## src/rtl/sar_seq_pkg.sv

```systemverilog
package sar_seq_pkg;
  localparam int unsigned OFS_DATA = 0;
  localparam int unsigned OFS_STAT = 4;
  localparam int unsigned OFS_CTRL = 8;
  localparam int unsigned OFS_DLY  = 12;

  localparam int CHAN_W   = 3;
  localparam int BIT_PWR  = 3;
  localparam int BIT_IEN  = 5;
  localparam int BIT_IST  = 6;

  typedef enum logic [1:0] {
    PH_IDLE = 2'd0,
    PH_WAIT = 2'd1,
    PH_CONV = 2'd2
  } phase_e;
endpackage

```

## src/rtl/sar_delay_timer.sv

```systemverilog
module sar_delay_timer #(
  parameter int DLY_W = 6
) (
  input  logic             clk,
  input  logic             rst_n,
  input  logic             load,
  input  logic [DLY_W-1:0] load_val,
  input  logic             run,
  output logic             zero
);
  logic [DLY_W-1:0] cnt_q;

  always_ff @(posedge clk or negedge rst_n) begin
    if (!rst_n)                 cnt_q <= '0;
    else if (load)              cnt_q <= load_val;
    else if (run && !zero)      cnt_q <= cnt_q - 1'b1;
  end

  assign zero = (cnt_q == '0);
endmodule

```

## src/rtl/sar_search_engine.sv

```systemverilog
module sar_search_engine
  import sar_seq_pkg::*;
#(
  parameter int RES = 10
) (
  input  logic           clk,
  input  logic           rst_n,
  input  logic           start,
  input  logic           stop,
  input  logic           wait_zero,
  input  logic           cmp_ge,
  output logic           in_wait,
  output logic           busy,
  output logic           done,
  output logic [RES-1:0] result,
  output logic [RES-1:0] dac_code,
  output logic [RES-1:0] mask
);
  localparam logic [RES-1:0] MSB_ONLY = {1'b1, {(RES-1){1'b0}}};

  phase_e         phase_q;
  logic [RES-1:0] acc_q;
  logic [RES-1:0] mask_q;

  function automatic logic [RES-1:0] trial_of(input logic [RES-1:0] acc,
                                               input logic [RES-1:0] bitm);
    return acc | bitm;
  endfunction

  function automatic logic [RES-1:0] settle(input logic [RES-1:0] acc,
                                            input logic [RES-1:0] bitm,
                                            input logic           ge);
    return ge ? (acc | bitm) : acc;
  endfunction

  always_comb begin
    in_wait  = (phase_q == PH_WAIT);
    busy     = (phase_q != PH_IDLE);
    result   = settle(acc_q, mask_q, cmp_ge);
    done     = (phase_q == PH_CONV) && mask_q[0] && !start && !stop;
    dac_code = (phase_q == PH_CONV) ? trial_of(acc_q, mask_q) : '0;
    mask     = mask_q;
  end

  always_ff @(posedge clk or negedge rst_n) begin
    if (!rst_n) begin
      phase_q <= PH_IDLE;
      acc_q   <= '0;
      mask_q  <= '0;
    end else if (start) begin
      phase_q <= PH_WAIT;
      acc_q   <= '0;
      mask_q  <= '0;
    end else if (stop) begin
      phase_q <= PH_IDLE;
      mask_q  <= '0;
    end else begin
      case (phase_q)
        PH_WAIT: if (wait_zero) begin
          phase_q <= PH_CONV;
          acc_q   <= '0;
          mask_q  <= MSB_ONLY;
        end
        PH_CONV: begin
          acc_q  <= result;
          mask_q <= mask_q >> 1;
          if (mask_q[0]) phase_q <= PH_IDLE;
        end
        default: phase_q <= PH_IDLE;
      endcase
    end
  end
endmodule

```

## src/rtl/sar_reg_bank.sv

```systemverilog
module sar_reg_bank
  import sar_seq_pkg::*;
#(
  parameter int AW      = 5,
  parameter int DW      = 32,
  parameter int RES     = 10,
  parameter int DLY_W   = 6,
  parameter int DLY_RST = 8
) (
  input  logic              clk,
  input  logic              rst_n,
  input  logic              bus_sel,
  input  logic              bus_wr,
  input  logic [AW-1:0]     bus_addr,
  input  logic [DW-1:0]     bus_wdata,
  output logic [DW-1:0]     bus_rdata,
  input  logic              busy,
  input  logic              done,
  input  logic [RES-1:0]    result,
  output logic [CHAN_W-1:0] chan,
  output logic              pwr,
  output logic              ien,
  output logic              ist,
  output logic [DLY_W-1:0]  dly,
  output logic [RES-1:0]    data_q,
  output logic              start,
  output logic              stop
);
  logic ctrl_wr, dly_wr;
  logic wdata_unused;

  assign wdata_unused = ^bus_wdata[DW-1:BIT_IST+1];
  assign ctrl_wr = bus_sel && bus_wr && (bus_addr == AW'(OFS_CTRL));
  assign dly_wr  = bus_sel && bus_wr && (bus_addr == AW'(OFS_DLY));
  assign start   = ctrl_wr &&  bus_wdata[BIT_PWR];
  assign stop    = ctrl_wr && !bus_wdata[BIT_PWR];

  always_ff @(posedge clk or negedge rst_n) begin
    if (!rst_n) begin
      chan <= '0;
      pwr  <= 1'b0;
      ien  <= 1'b0;
      ist  <= 1'b0;
    end else if (ctrl_wr) begin
      chan <= bus_wdata[CHAN_W-1:0];
      pwr  <= bus_wdata[BIT_PWR];
      ien  <= bus_wdata[BIT_IEN];
      ist  <= ist & bus_wdata[BIT_IST];
    end else if (done) begin
      ist  <= 1'b1;
    end
  end

  always_ff @(posedge clk or negedge rst_n) begin
    if (!rst_n)      dly <= DLY_W'(DLY_RST);
    else if (dly_wr) dly <= bus_wdata[DLY_W-1:0];
  end

  always_ff @(posedge clk or negedge rst_n) begin
    if (!rst_n)    data_q <= '0;
    else if (done) data_q <= result;
  end

  always_comb begin
    case (bus_addr)
      AW'(OFS_DATA): bus_rdata = DW'(data_q);
      AW'(OFS_STAT): bus_rdata = DW'(busy);
      AW'(OFS_CTRL): bus_rdata = DW'({ist, ien, 1'b0, pwr, chan});
      AW'(OFS_DLY):  bus_rdata = DW'(dly);
      default:       bus_rdata = '0;
    endcase
  end
endmodule

```

## src/rtl/sar_seq_ctrl.sv

```systemverilog
module sar_seq_ctrl
  import sar_seq_pkg::*;
#(
  parameter int RES     = 10,
  parameter int DLY_W   = 6,
  parameter int AW      = 5,
  parameter int DW      = 32,
  parameter int DLY_RST = 8
) (
  input  logic           clk,
  input  logic           rst_n,
  input  logic           bus_sel,
  input  logic           bus_wr,
  input  logic [AW-1:0]  bus_addr,
  input  logic [DW-1:0]  bus_wdata,
  output logic [DW-1:0]  bus_rdata,
  input  logic           cmp_ge,
  output logic [RES-1:0] dac_code,
  output logic [2:0]     adc_chan,
  output logic           adc_pwr,
  output logic           irq
);
  logic              seq_start, seq_stop, seq_busy, seq_done, seq_wait, wait_zero;
  logic              ctl_ien, ctl_ist, ctl_pwr;
  logic [CHAN_W-1:0] ctl_chan;
  logic [DLY_W-1:0]  ctl_dly;
  logic [RES-1:0]    seq_result, seq_mask, res_q;
  logic              ctl_wr_any;

  sar_reg_bank #(.AW(AW), .DW(DW), .RES(RES), .DLY_W(DLY_W), .DLY_RST(DLY_RST)) u_regs (
    .clk(clk), .rst_n(rst_n), .bus_sel(bus_sel), .bus_wr(bus_wr),
    .bus_addr(bus_addr), .bus_wdata(bus_wdata), .bus_rdata(bus_rdata),
    .busy(seq_busy), .done(seq_done), .result(seq_result),
    .chan(ctl_chan), .pwr(ctl_pwr), .ien(ctl_ien), .ist(ctl_ist),
    .dly(ctl_dly), .data_q(res_q), .start(seq_start), .stop(seq_stop)
  );

  sar_delay_timer #(.DLY_W(DLY_W)) u_delay (
    .clk(clk), .rst_n(rst_n), .load(seq_start), .load_val(ctl_dly),
    .run(seq_wait), .zero(wait_zero)
  );

  sar_search_engine #(.RES(RES)) u_search (
    .clk(clk), .rst_n(rst_n), .start(seq_start), .stop(seq_stop),
    .wait_zero(wait_zero), .cmp_ge(cmp_ge), .in_wait(seq_wait),
    .busy(seq_busy), .done(seq_done), .result(seq_result),
    .dac_code(dac_code), .mask(seq_mask)
  );

  assign ctl_wr_any = seq_start | seq_stop;
  assign adc_chan   = ctl_chan;
  assign adc_pwr    = ctl_pwr;
  assign irq        = ctl_ist & ctl_ien;
endmodule

```

## config.mk

```make
export PLATFORM = sky130hd
export DESIGN_NAME = sar_seq_ctrl
export DESIGN_NICKNAME = d
export VERILOG_FILES = /design/src/rtl/sar_seq_pkg.sv /design/src/rtl/sar_delay_timer.sv /design/src/rtl/sar_search_engine.sv /design/src/rtl/sar_reg_bank.sv /design/src/rtl/sar_seq_ctrl.sv
export SDC_FILE = /design/constraint.sdc
export NUM_CORES = 1
export LEC_CHECK = 0
export CAP_MARGIN = 25
export CORE_MARGIN = 5
export CORE_UTILIZATION = 35
export DETAILED_ROUTE_END_ITERATION = 8
export REMOVE_ABC_BUFFERS = 1
export SYNTH_ARGS = -nofsm -noshare
export SYNTH_HDL_FRONTEND = slang
export SYNTH_SLANG_ARGS = --single-unit
```

## constraint.sdc

```tcl
create_clock -name clk -period 4.51 [get_ports clk]
set_input_delay 0.6765 -clock clk [delete_from_list [all_inputs] [get_ports clk]]
set_output_delay 0.6765 -clock clk [all_outputs]
set_load 0.1 [all_outputs]
```

==> results.json <==
{
  "worst_path_max_delay_cell": "clkdlybuf4s50_1",
  "std_cell_rows": 31,
  "r2r_slack_ns": 2.39,
  "dieArea_um2": 9110,
  "grt_pass1_vias": 1908,
  "grt_pass1_wl_um": 9630,
  "vias_per_cell": 4.88,
  "cp.required_ns": 3.83,
  "skew_ns": 0.00376,
  "cts_setup_buffers": 0,
  "layout_common_cells": "49 x dfrtp_1, 44 x nor2_1, 30 x clkdlybuf4s50_1",
  "yosys_warnings": 0,
  "htreeDepth": 2,
  "synth_edf_count": 0,
  "syn_inst": 264,
  "ctsResizeCount": 0,
  "share_seq_of_total_power": 0.460,
  "power_density_nw_per_um2": 451,
  "holdWs_ns": 0.446,
  "worst_pin_slew_ns": 0.970,
  "tritoncts": "yes",
  "syn_area_um2": 2560,
  "antenna_found_initial": 0,
  "reg2reg_depth": 4,
  "final.fill_count": 741,
  "place_hpwl_um": 4230,
  "clock_path_buffers": 2,
  "setup_ws_ns": 1.28,
  "die_w_um": 95.5,
  "synth-seq-cells": 50,
  "coreArea_um2": 7180,
  "insertion_delay_ns": 0.30,
  "grt.overflow.total": 0,
  "synth_cell_types": 40,
  "intPower_uw": 865,
  "initial_core_util": 0.356,
  "critical-path-top-delay-family": "buffers and inverters",
  "ys_seq_area_frac": 0.490,
  "ir_drop_mv": 0.190,
  "vias": 1958,
  "wl_um": 5990,
  "antenna_left": 0,
  "rsz0062_at_grt": "false",
  "cts_sinks": 50,
  "avgSynthCellArea_um2": 9.68,
  "drcViolationCount": 0,
  "period_share": 0.715,
  "synthToLayoutAreaGrowth_pct": 19.3,
  "crit_path_end_kind": "output pin",
  "cts_made_buffers": 5,
  "wire_per_inst_um": 14.9,
  "swShare": 0.371,
  "status": "finished, final reports clean",
  "p_clk_frac": 0.230,
  "switchingPower_uw": 511,
  "drv_slew": 0,
  "clkTransAtPathRegs_ns": 0.09,
  "grt_max_degree": 51,
  "firstDrtPassIters": 4,
  "finalSetupViolCount": 0,
  "startpoint_type": "flop",
  "io_buffers": 41,
  "max_freq_ghz": 0.310,
  "crit_end": "dac_code[9]",
  "r2r_end": "u_search.acc_q[6]",
  "first_iter_violations": 110,
  "worstPathArrival_ns": 2.55,
  "crit-reg2reg-launch": "u_search.phase_q[0]",
  "diodes": 0,
  "ys.flop_type": "dfrtp_1",
  "place_ws_ns": 1.37,
  "track_usage": 0.138,
  "maxSlewHeadroom": 0.351,
  "power.leakage_nw": 1.39,
  "cap_violations": 0,
  "gp_congestion": 0.880,
  "period_needed_ns": 3.23,
  "hold_class": "input pin to async pin",
  "pwr-share-comb": 0.309,
  "cp_cell_sequence": "nand2b_1, nor2_1, clkdlybuf4s50_1",
  "crit_cells": 3,
  "critical_path_class": "flop to output pin",
  "io_pins": 89,
  "final_nets": 345,
  "die_y_um": 95.5,
  "hold_viol": 0,
  "drive_gt1_frac": 0.139,
  "layout_commonest_cell": "dfrtp_1",
  "holdBufCountCts": 0,
  "tns_ns": 0,
  "worst-path-buf-inv": 1,
  "synthArstFlopShare": 1.00,
  "crit_path_max_fanout": 14,
  "slowest_delay_ns": 1.15,
  "root_buffer": "clkbuf_8",
  "startpoint": "u_search.phase_q[0]"
}
==> sequential cells by signal, summed over array words and instances (netlist names) <==
name and count:
u_regs.ien 1, u_search.acc_q 10, u_regs.data_q 10, u_regs.dly 6, u_search.phase_q 2, u_regs.chan 3, u_delay.cnt_q 6, u_search.mask 10
u_regs.pwr 1, u_regs.ist 1
==> synth_stat cells (2+ instances only) <==
| library cell | instances | share of area |
|---|---|---|
| clkbuf_1 | 7 | 0.010 |
| a22oi_1 | 4 | 0.012 |
| a211oi_1 | 3 | 0.0088 |
| nor2_1 | 44 | 0.065 |
| ha_1 | 2 | 0.0098 |
| a22o_1 | 20 | 0.069 |
| nand3_1 | 3 | 0.0059 |
| buf_2 | 4 | 0.0078 |
| and2_1 | 6 | 0.015 |
| a21oi_1 | 26 | 0.051 |
| nand2_1 | 20 | 0.029 |
| mux2_2 | 12 | 0.053 |
| o21ai_0 | 4 | 0.0078 |
| and3_1 | 2 | 0.0049 |
| nor2b_1 | 2 | 0.0049 |
| nand2b_1 | 3 | 0.0073 |
| dfrtp_1 | 49 | 0.48 |
| nor2_2 | 2 | 0.0049 |
| a21o_1 | 2 | 0.0059 |
| mux2i_1 | 3 | 0.012 |
| inv_1 | 5 | 0.0073 |
| o21ai_1 | 2 | 0.0039 |
| buf_4 | 22 | 0.065 |
==> how the worst min path moves through the flow <==
stage | from | end | slack (ns)
6_report | rst_n | u_search.acc_q[6] | 0.45
5_1_grt | rst_n | u_search.acc_q[6] | 0.51
4_1_cts | rst_n | u_search.acc_q[6] | 0.49
3_5_place_dp | u_regs.ien | u_regs.ien | 0.49
3_3_place_gp | u_regs.ien | u_regs.ien | 0.49
2_1_floorplan | rst_n | u_delay.cnt_q[0] | 0.38
==> final cells by class <==
cell class | instances | area (um^2) | area share
clock buffer | 6 | 72.6 | 0.0238
clock inverter | 2 | 37.5 | 0.0123
inverter | 5 | 18.8 | 0.00615
multi-input combinational | 195 | 1140 | 0.374
sequential | 50 | 1250 | 0.411
tap | 99 | 124 | 0.0406
timing repair buffer | 44 | 403 | 0.132
==> through the flow <==
| step | cells | instance area, um^2 | utilization | total power, mW |
|---|---|---|---|---|
| finish | 401 | 3050 | 0.425 | 1.38 |
| global route | 401 | 3050 | 0.425 | 1.46 |
| CTS | 401 | 3050 | 0.425 | 1.39 |
| detailed placement | 393 | 2940 | 0.410 | 1.07 |
| global placement | 393 | 2940 | 0.410 | 1.06 |
| floorplan | 250 | 2410 | - | 0.959 |
==> power groups by stage <==
| stage | sequential [mW] | combinational, mW | clock [mW] |
|---|---|---|---|
| CTS | 0.633 | 0.431 | 0.325 |
| global route | 0.647 | 0.467 | 0.348 |
| detailed placement | 0.641 | 0.427 | 0 |
| floorplan | 0.652 | 0.307 | 0 |
| global placement | 0.639 | 0.418 | 0 |
| finish | 0.633 | 0.426 | 0.317 |
==> cell families after synthesis <==
kind of cell	after synthesis	synth area share
AO/OA/AOI/OAI	65	0.170
XOR/XNOR	1	0.00343
adder cells (fa/ha/maj)	2	0.00979
buffers and inverters	40	0.0959
flip-flops	50	0.490
multiplexers	15	0.0646
other	1	0.00147
AND/OR/NAND/NOR	90	0.164
==> metal layers <==
metal  routed length, um  vias up  GRT usage
li1                    -      936          -
met1                2680      957      0.194
met2                2880       61      0.217
met3                 390        4     0.0276
met4                  41        0     0.0355
met5                   0        -          0
Power figures use the tool's default switching activity.
